$ cat config.mk
export PLATFORM = sky130hd
export DESIGN_NAME = pwm_bank
export DESIGN_NICKNAME = d
export VERILOG_FILES = /design/src/rtl/pwm_bank_pkg.sv /design/src/rtl/pwm_bank_decode.sv /design/src/rtl/pwm_bank_chan.sv /design/src/rtl/pwm_bank.sv
export SDC_FILE = /design/constraint.sdc
export NUM_CORES = 2
export LEC_CHECK = 0
export CORE_MARGIN = 2
export CORE_UTILIZATION = 55
export CTS_BUF_LIST = sky130_fd_sc_hd__clkbuf_2
export CTS_CLUSTER_SIZE = 20
export DETAILED_ROUTE_END_ITERATION = 8
export GPL_TIMING_DRIVEN = 0
export PLACE_DENSITY = 0.82
export RECOVER_POWER = 25
export SYNTH_ARGS = -nofsm -noshare
export SYNTH_HDL_FRONTEND = slang
export SYNTH_HIERARCHICAL = 1
export SYNTH_SLANG_ARGS = --single-unit
$ cat constraint.sdc
create_clock -name clk -period 7.9 [get_ports clk]
set_input_delay 1.58 -clock clk [delete_from_list [all_inputs] [get_ports clk]]
set_output_delay 1.58 -clock clk [all_outputs]
set_load 0.02 [all_outputs]
$ cat src/rtl/pwm_bank_pkg.sv
package pwm_bank_pkg;

   // register slot inside a channel window, from address bits 3:2
   typedef enum logic [1:0] {
      SEL_PER  = 2'd0,
      SEL_DUTY = 2'd1,
      SEL_REPS = 2'd2,
      SEL_CTRL = 2'd3
   } reg_sel_e;

   localparam int WIN_LSB  = 5;   // 0x20-byte window per channel
   localparam int EN_BIT   = 0;
   localparam int POL_BIT  = 1;
   localparam int KEEP_BIT = 2;

   typedef struct packed {
      logic keep;
      logic pol;
      logic en;
   } ctrl_t;

endpackage

$ cat src/rtl/pwm_bank_decode.sv
module pwm_bank_decode
   import pwm_bank_pkg::*;
#(
   parameter  int NUM_CH = 4,
   parameter  int ADDR_W = 8,
   localparam int CH_W   = $clog2(NUM_CH),
   localparam int HI_W   = ADDR_W - WIN_LSB
) (
   input  logic [ADDR_W-1:0] addr,
   input  logic              wr_en,
   output logic              hit,
   output logic [CH_W-1:0]   ch_idx,
   output reg_sel_e          sel,
   output logic [NUM_CH-1:0] wr_ch
);

   logic [HI_W-1:0] win;

   assign win    = addr[ADDR_W-1:WIN_LSB];
   assign hit    = (win < HI_W'(NUM_CH)) && !addr[WIN_LSB-1];
   assign ch_idx = win[CH_W-1:0];
   assign sel    = reg_sel_e'(addr[3:2]);

   for (genvar g = 0; g < NUM_CH; g++) begin : g_wr
      assign wr_ch[g] = wr_en && hit && (ch_idx == CH_W'(g));
   end

endmodule

$ cat src/rtl/pwm_bank_chan.sv
module pwm_bank_chan
   import pwm_bank_pkg::*;
#(
   parameter int DW = 32
) (
   input  logic          clk,
   input  logic          rst_n,
   input  logic          wr_per,
   input  logic          wr_duty,
   input  logic          wr_reps,
   input  logic          wr_ctrl,
   input  logic [DW-1:0] wdata,
   output logic [DW-1:0] per_q,
   output logic [DW-1:0] duty_q,
   output logic [DW-1:0] reps_q,
   output ctrl_t         ctrl_q,
   output logic          pwm_out
);

   logic [DW-1:0] per_act, duty_act, reps_act, cnt, done_cnt;
   logic          load, halt, wrap, last, act;

   assign load = wr_ctrl && wdata[EN_BIT];
   assign halt = wr_ctrl && !wdata[EN_BIT];
   assign wrap = ctrl_q.en && (per_act != '0) && (cnt == per_act - DW'(1));
   assign last = wrap && !ctrl_q.keep && (done_cnt + DW'(1) >= reps_act);

   // held settings, visible to reads
   always_ff @(posedge clk or negedge rst_n) begin
      if (!rst_n) begin
         per_q  <= '0;
         duty_q <= '0;
         reps_q <= '0;
         ctrl_q <= '0;
      end else begin
         if (wr_per)  per_q  <= wdata;
         if (wr_duty) duty_q <= wdata;
         if (wr_reps) reps_q <= wdata;
         if (wr_ctrl) begin
            ctrl_q.en   <= wdata[EN_BIT];
            ctrl_q.pol  <= wdata[POL_BIT];
            ctrl_q.keep <= wdata[KEEP_BIT];
         end else if (last) begin
            ctrl_q.en <= 1'b0;
         end
      end
   end

   // running copy and counters
   always_ff @(posedge clk or negedge rst_n) begin
      if (!rst_n) begin
         per_act  <= '0;
         duty_act <= '0;
         reps_act <= '0;
         cnt      <= '0;
         done_cnt <= '0;
      end else if (load) begin
         per_act  <= per_q;
         duty_act <= duty_q;
         reps_act <= reps_q;
         cnt      <= '0;
         done_cnt <= '0;
      end else if (!ctrl_q.en || halt || last) begin
         cnt      <= '0;
         done_cnt <= '0;
      end else if (wrap) begin
         cnt <= '0;
         if (!ctrl_q.keep) done_cnt <= done_cnt + DW'(1);
      end else if (per_act != '0) begin
         cnt <= cnt + DW'(1);
      end
   end

   assign act     = ctrl_q.en && (per_act != '0) && (cnt < duty_act);
   assign pwm_out = act ^ ctrl_q.pol;


   idle_cnt_chk: assert property (@(posedge clk) disable iff (!rst_n)
      !ctrl_q.en |-> cnt == '0);

   cnt_bound_chk: assert property (@(posedge clk) disable iff (!rst_n)
      (ctrl_q.en && per_act != '0) |-> cnt < per_act);

   shadow_hold_chk: assert property (@(posedge clk) disable iff (!rst_n)
      !load |=> ($stable(per_act) && $stable(duty_act)));

   self_stop_chk: assert property (@(posedge clk) disable iff (!rst_n)
      ($fell(ctrl_q.en) && !$past(wr_ctrl)) |-> ($past(wrap) && !$past(ctrl_q.keep)));

endmodule

$ cat src/rtl/pwm_bank.sv
module pwm_bank
   import pwm_bank_pkg::*;
#(
   parameter int NUM_CH = 4,
   parameter int ADDR_W = 8,
   parameter int DW     = 32
) (
   input  logic              clk,
   input  logic              rst_n,
   input  logic              wr_en,
   input  logic [ADDR_W-1:0] addr,
   input  logic [DW-1:0]     wdata,
   input  logic              rd_en,
   output logic [DW-1:0]     rdata,
   output logic [NUM_CH-1:0] pwm_out
);

   localparam int CH_W = $clog2(NUM_CH);

   if (NUM_CH != 2 && NUM_CH != 4 && NUM_CH != 8) begin : g_bad_ch
      $error("pwm_bank: NUM_CH must be 2, 4 or 8");
   end
   if (ADDR_W < CH_W + WIN_LSB + 1) begin : g_bad_aw
      $error("pwm_bank: ADDR_W too narrow for channel windows");
   end
   if (DW < 3) begin : g_bad_dw
      $error("pwm_bank: DW must hold the control bits");
   end

   logic              hit;
   logic [CH_W-1:0]   ch_idx;
   reg_sel_e          sel;
   logic [NUM_CH-1:0] wr_ch;

   pwm_bank_decode #(.NUM_CH(NUM_CH), .ADDR_W(ADDR_W)) dec_i (
      .addr   (addr),
      .wr_en  (wr_en),
      .hit    (hit),
      .ch_idx (ch_idx),
      .sel    (sel),
      .wr_ch  (wr_ch)
   );

   logic [DW-1:0] per_a  [NUM_CH];
   logic [DW-1:0] duty_a [NUM_CH];
   logic [DW-1:0] reps_a [NUM_CH];
   ctrl_t         ctrl_a [NUM_CH];

   for (genvar g = 0; g < NUM_CH; g++) begin : g_ch
      pwm_bank_chan #(.DW(DW)) chan_i (
         .clk     (clk),
         .rst_n   (rst_n),
         .wr_per  (wr_ch[g] && sel == SEL_PER),
         .wr_duty (wr_ch[g] && sel == SEL_DUTY),
         .wr_reps (wr_ch[g] && sel == SEL_REPS),
         .wr_ctrl (wr_ch[g] && sel == SEL_CTRL),
         .wdata   (wdata),
         .per_q   (per_a[g]),
         .duty_q  (duty_a[g]),
         .reps_q  (reps_a[g]),
         .ctrl_q  (ctrl_a[g]),
         .pwm_out (pwm_out[g])
      );
   end

   logic [DW-1:0] rd_word;

   always_comb begin
      rd_word = '0;
      if (hit) begin
         case (sel)
            SEL_PER:  rd_word = per_a[ch_idx];
            SEL_DUTY: rd_word = duty_a[ch_idx];
            SEL_REPS: rd_word = reps_a[ch_idx];
            SEL_CTRL: rd_word = DW'(ctrl_a[ch_idx]);
            default:  rd_word = '0;
         endcase
      end
   end

   always_ff @(posedge clk or negedge rst_n) begin
      if (!rst_n)     rdata <= '0;
      else if (rd_en) rdata <= rd_word;
   end


   stray_wr_chk: assert property (@(posedge clk) disable iff (!rst_n)
      !hit |-> wr_ch == '0);

   one_wr_chk: assert property (@(posedge clk) disable iff (!rst_n)
      $onehot0(wr_ch));

   stray_rd_chk: assert property (@(posedge clk) disable iff (!rst_n)
      (rd_en && !hit) |=> rdata == '0);

   rd_hold_chk: assert property (@(posedge clk) disable iff (!rst_n)
      !rd_en |=> $stable(rdata));

endmodule

# == Word-level counts from Yosys, hierarchy flattened ==
# Index checks and enable logic that the tools add are counted.
# word_totals
output_inout_bits,36
inputBits,44
ff_bits,1068
# classes
n_bitwise,5
n_reduce_logical,90
n_mux,54
order_cmp,10
n_eq_ne,14
addsub,12
# ops
op,n
$mux 32,39
$add 32x1->32 const B,8
$bmux 32 s2,3
$eq 32x32->1,4
$ge 32x32->1,4
$lt 32x32->1,4
$pmux 32 s4,1
$reduce_bool 32->1,4
$sub 32x1->32 const B,4
$logic_and 1x1->1,50
$reduce_bool 4->1,4
$ne 3x3->1 const B,4
$reduce_bool 3->1,4
$logic_not 1->1,10
$eq 2x2->1 const B,4
$logic_or 1x1->1,8
$mux 1,8
$reduce_and 2->1,4
$reduce_bool 2->1,4
$bmux 3 s2,1
$mux 3,2
$eq 2x1->1 const B,2
$logic_not 2->1,2
$xor 1x1->1,4
other kinds (3),3

# == Depth between registers and ports, before layout ==
# logic_depth
ltp_word,10
mapped_depth,20

# == Modules after synthesis ==
# The synthesis kept the hierarchy.
# by_module_without_submodules
mod,n_inst,cells_per_inst,area_each_um2
pwm_bank_chan (g_ch[0].chan_i ...),3,1239,13723.2
pwm_bank_chan (g_ch[3].chan_i),1,1195,13680.6
pwm_bank,1,359,4254.1
pwm_bank_decode,1,9,95.1

# == Worst setup path after synthesis ==
# Ideal clock, no wire load.
# synth_timing
kind,reg-to-reg
start,register g_ch[3].chan_i.done_cnt[6]
end,register g_ch[3].chan_i.done_cnt[25]
setup_ns,0.127
arrival_ns,4.046
path_stages_with_launch,19
period_less_slack_ns,4.173
setup_slack_ns,3.727
path_cell_list,dfrtp_1 clkbuf_1 nand4_1 or4_1 clkbuf_1 nor2_1 and3_1 nand3_1 xnor2_1 ha_1 nand4_1 or2_2 nor4_1 o21ai_0 o21ai_0 clkbuf_1 clkbuf_1 nor2b_1 mux2_1
# synth_via
elab_chain_len,6
word_cells_on_any_way,11
# synth_rtl
item,line,source
start: declaration,pwm_bank_chan.sv:20,"logic [DW-1:0] per_act, duty_act, reps_act, cnt, done_cnt;"
start signal: assignment,pwm_bank_chan.sv:68,if (!ctrl_q.keep) done_cnt <= done_cnt + DW'(1);
$add 32x1->32 *,"pwm_bank_chan.sv:26, pwm_bank_chan.sv:68",
$ge 32x32->1,pwm_bank_chan.sv:26,assign last = wrap && !ctrl_q.keep && (done_cnt + DW'(1) >= reps_act);
$logic_and 1x1->1,pwm_bank_chan.sv:26,
$logic_or 1x1->1,pwm_bank_chan.sv:63,end else if (!ctrl_q.en || halt || last) begin
$ne 3x3->1 (no source line) (tied with other cells),--,
$reduce_and 2->1 (no source line) or $mux 32 (tied branches),--,
# Every way passes the cells marked *; elsewhere a longest branch is shown, timed or not. The select of a mux whose other input is x is not followed.
# A chain may end at the register's enable or synchronous reset.

# == Worst setup path in the final report ==
# layout_timing
start,register g_ch[2].chan_i.per_act[9]
end,output pwm_out[2]
# layout_via
elab_chain_len,4
# layout_rtl
item,line,source
start: declaration,pwm_bank_chan.sv:20,
start signal: assignment,pwm_bank_chan.sv:58,per_act <= per_q;
$reduce_bool 32->1,pwm_bank_chan.sv:74,assign act = ctrl_q.en && (per_act != '0) && (cnt < duty_act);
$logic_and 1x1->1 (2 in a row),pwm_bank_chan.sv:74,
$xor 1x1->1,pwm_bank_chan.sv:75,assign pwm_out = act ^ ctrl_q.pol;
end: declaration,pwm_bank.sv:15,output logic [NUM_CH-1:0] pwm_out
# No other way between the ends.

==> out/qor.csv <==
metric;value;unit
Worst EP arrival;5.24;ns
DR WL met2;80.1;mm
via count of the routed design;45105;
failing checks;max-capacitance violations, max-slew violations;
leading cell types by count after synthesis;dfrtp_1 (1068), mux2_2 (800), inv_1 (355), nor2_1 (353), ha_1 (268);
DIE WIDTH;332;microns
CTS clk-pin slew, worst paths;0.10;ns
Die H;332;microns
Max Freq;0.147;GHz
GP Congestion;1.13;
worst hold start;g_ch[3].chan_i/reps_q[5];
CTS tree;yes;
Final Max Slew Viols;59;
drt pass-1 iters;6;
clk_lat worst skew;1.62;ns
Hold Worst Slack;0.500;ns
Worst Hold End;g_ch[3].chan_i/reps_act[5];
CTS Hold Bufs;1;
relative slew slack;-142;%
CTS sink count;1068;
global-route wire length before repair;277;mm
R2R Path End;g_ch[3].chan_i/done_cnt[1];
Final #Nets;5971;
H-tree depth;5;
Req. time, crit path;6.32;ns
Clock power frac;31.0;%
top-area cell type share of the netlist area;45.1;%
worst path bufs/invs;3;
Max-Cap Viols;1;
post-DR wirelength/cell;25.5;microns
status;finished, violations left;
Post-route DRC;0;
Area contributors post-synth;dfrtp_1 (45%), mux2_2 (15%), ha_1 (5.7%);
overflow left after global routing;0;
Final Hold Viols;0;
CP max stage cell;clkdlybuf4s50_1;
largest net degree at the start of global routing;170;
setup bufs post-CTS;0;
initial antenna violation count;18;
combinational power share;16.5;%
WL final;184;mm
sequential power share;52.5;%
worst-margin pin slew;3.62;ns
final period utilization;86.3;%
# IOs;80;
most frequent cell after synthesis;dfrtp_1;
Post-Route M1 WL;76.8;mm
core footprint;0.107;sq mm
syn_area_per_cell;11.2;sq um
critical-path cell list;clkbuf_1 > nor3_1 > nand4_1 > or3_1 > clkbuf_1 > nand2_1 > or3_1 > nor3_1 > xor2_1 > clkdlybuf4s50_1;
I/O Buffers;74;
hold path depth;1;
min cycle time layout;6.82;ns
critical-path maximum fanout;8;
Tot Pwr;12.1;mW
Yosys reg bits;1068;
number of vias per cell;6.23;
final antenna-violating net count;0;
Initial DRC Count;4601;
post-synthesis instance total;5280;
Sw Ratio;33.0;%
vias in the first global route;44512;
syn_nets;5592;
dpl ws;2.62;ns
main flop type after synthesis;dfrtp_1;
internal power;8.13;mW
# setup viols final;0;
P per Cell Area;189;mW/mm^2
FP Rows;120;
mapped cell area;0.0592;sq mm
synth-to-layout area growth;8.61;%
CP Capture Type;output pin;
dpl hpwl;142;mm
Critical R2R Launch;g_ch[3].chan_i/done_cnt[0];
Worst Path Class, Setup;reg2out;
Setup TNS;0;ns
post-CTS sizing;0;
unrepaired setup endpoints after global routing;false;
Max Used Layer;met5;
EDFF count, synth;0;
Root Buffer Master;clkbuf_2;
GRT Util Overall;33.4;%
Clock Skews;0.204;ns
worst-case clock buffer depth;4;
NetSw;4.01;mW
Startpoint Class;flip-flop;
Synth cell types;80;
synth warn;6;
Crit path max-delay family;simple AND/OR/NAND/NOR gates;
VDD IR max;0.110;mV
number of cells on the worst reg-to-reg path;18;
wire length on met3;17.6;mm
worst hold path type;reg2reg;
share of layout cells above drive strength 1;24.6;%
Async SR Flop Fraction;100;%
Lkg Pwr;30.5;nW
post-synthesis sequential area ratio;45.1;%
TritonCTS Buffers;294;
Reg2Reg Setup Slack;2.36;ns
post-synthesis cell type with the largest combined area;dfrtp_1;
Initial Util;55.4;%
max incr delay on CP;0.70;ns
post-route setup slack;1.08;ns
Total Die Area;0.110;sq mm
-- cell type report --
| cell class | instances | area [sq um] |
|---|---|---|
| tap | 1403 | 1760 |
| antenna | 9 | 22.5 |
| fill | 8642 | 42600 |
| buffer | 257 | 1160 |
| multi-input combinational | 3600 | 30000 |
| inverter | 355 | 1330 |
| sequential | 1068 | 26700 |
| clock buffer | 396 | 1980 |
| timing repair buffer | 83 | 965 |
| clock inverter | 69 | 388 |
-- logic make-up (layout without fill, tap and decap cells) --
group | Yosys count | in the layout | synth area share, %
simple gates | 1407 | 1407 | 12.8
flops | 1068 | 1068 | 45.1
mux | 957 | 957 | 19.8
compound gates | 622 | 622 | 7.24
buf+inv | 612 | 1160 | 4.22
xor+xnor | 346 | 346 | 5.12
fa+ha+maj | 268 | 268 | 5.66
other cells | 0 | 9 | 0
-- worst max path at each step --
| stage | startpoint | end | depth (start not counted) |
|---|---|---|---|
| floorplan | g_ch[3].chan_i/done_cnt[6] | g_ch[3].chan_i/done_cnt[25] | 18 |
| global placement | rst_n | g_ch[0].chan_i/reps_act[14] | 1 |
| detailed placement | g_ch[3].chan_i/done_cnt[0] | g_ch[3].chan_i/done_cnt[1] | 18 |
| CTS | g_ch[2].chan_i/per_act[9] | pwm_out[2] | 10 |
| global route | g_ch[2].chan_i/per_act[9] | pwm_out[2] | 10 |
| finish | g_ch[2].chan_i/per_act[9] | pwm_out[2] | 10 |
-- cell usage in the layout (no fill, tap or decap), types with 72 or more instances in the layout --
| cell type | netlist | routed |
|---|---|---|
| dfrtp_1 | 1068 | 1068 |
| mux2_2 | 800 | 800 |
| clkbuf_2 | 0 | 396 |
| inv_1 | 355 | 355 |
| nor2_1 | 353 | 353 |
| ha_1 | 268 | 268 |
| xnor2_1 | 212 | 212 |
| nand2_1 | 206 | 206 |
| xor2_1 | 134 | 134 |
| nand3_1 | 130 | 130 |
| clkbuf_1 | 128 | 129 |
| nand4_1 | 129 | 129 |
| o21ai_0 | 102 | 102 |
| nor3_1 | 93 | 93 |
| a21o_1 | 93 | 93 |
| mux4_2 | 87 | 87 |
| a21oi_1 | 80 | 80 |
| clkdlybuf4s50_1 | 0 | 72 |
-- per-layer routing --
metal	vias up	global-route usage [%]
met5	-	0
met4	20	16.8
met3	401	8.52
met2	2007	49.2
met1	22754	45.7
li1	19923	-
-- stage by stage --
stage | std cells | util (%) | instance area [sq um]
2_1_floorplan | 5280 | - | 59200
3_3_place_gp | 6757 | 57.7 | 61700
3_5_place_dp | 6765 | 57.9 | 61900
4_1_cts | 7231 | 60.2 | 64300
5_1_grt | 7236 | 60.1 | 64300
6_report | 7240 | 60.1 | 64300
-- flip-flops by register name (all words and copies together), names as in the netlist --
name and count:
g_ch.chan_i/cnt 128, g_ch.chan_i/done_cnt 128, g_ch.chan_i/duty_act 128, g_ch.chan_i/duty_q 128
g_ch.chan_i/per_act 128, g_ch.chan_i/per_q 128, g_ch.chan_i/reps_act 128, g_ch.chan_i/reps_q 128
rdata 32, g_ch.chan_i/ctrl_q 12
-- power groups by stage --
stage | clock network (mW) | logic (mW) | registers, mW
2_1_floorplan | 0 | 1.31 | 6.09
4_1_cts | 3.84 | 1.97 | 6.32
3_3_place_gp | 0 | 1.91 | 6.43
3_5_place_dp | 0 | 1.96 | 6.43
6_report | 3.77 | 2.00 | 6.38
5_1_grt | 4.11 | 2.15 | 6.38
(Power assumes the default switching activity.)
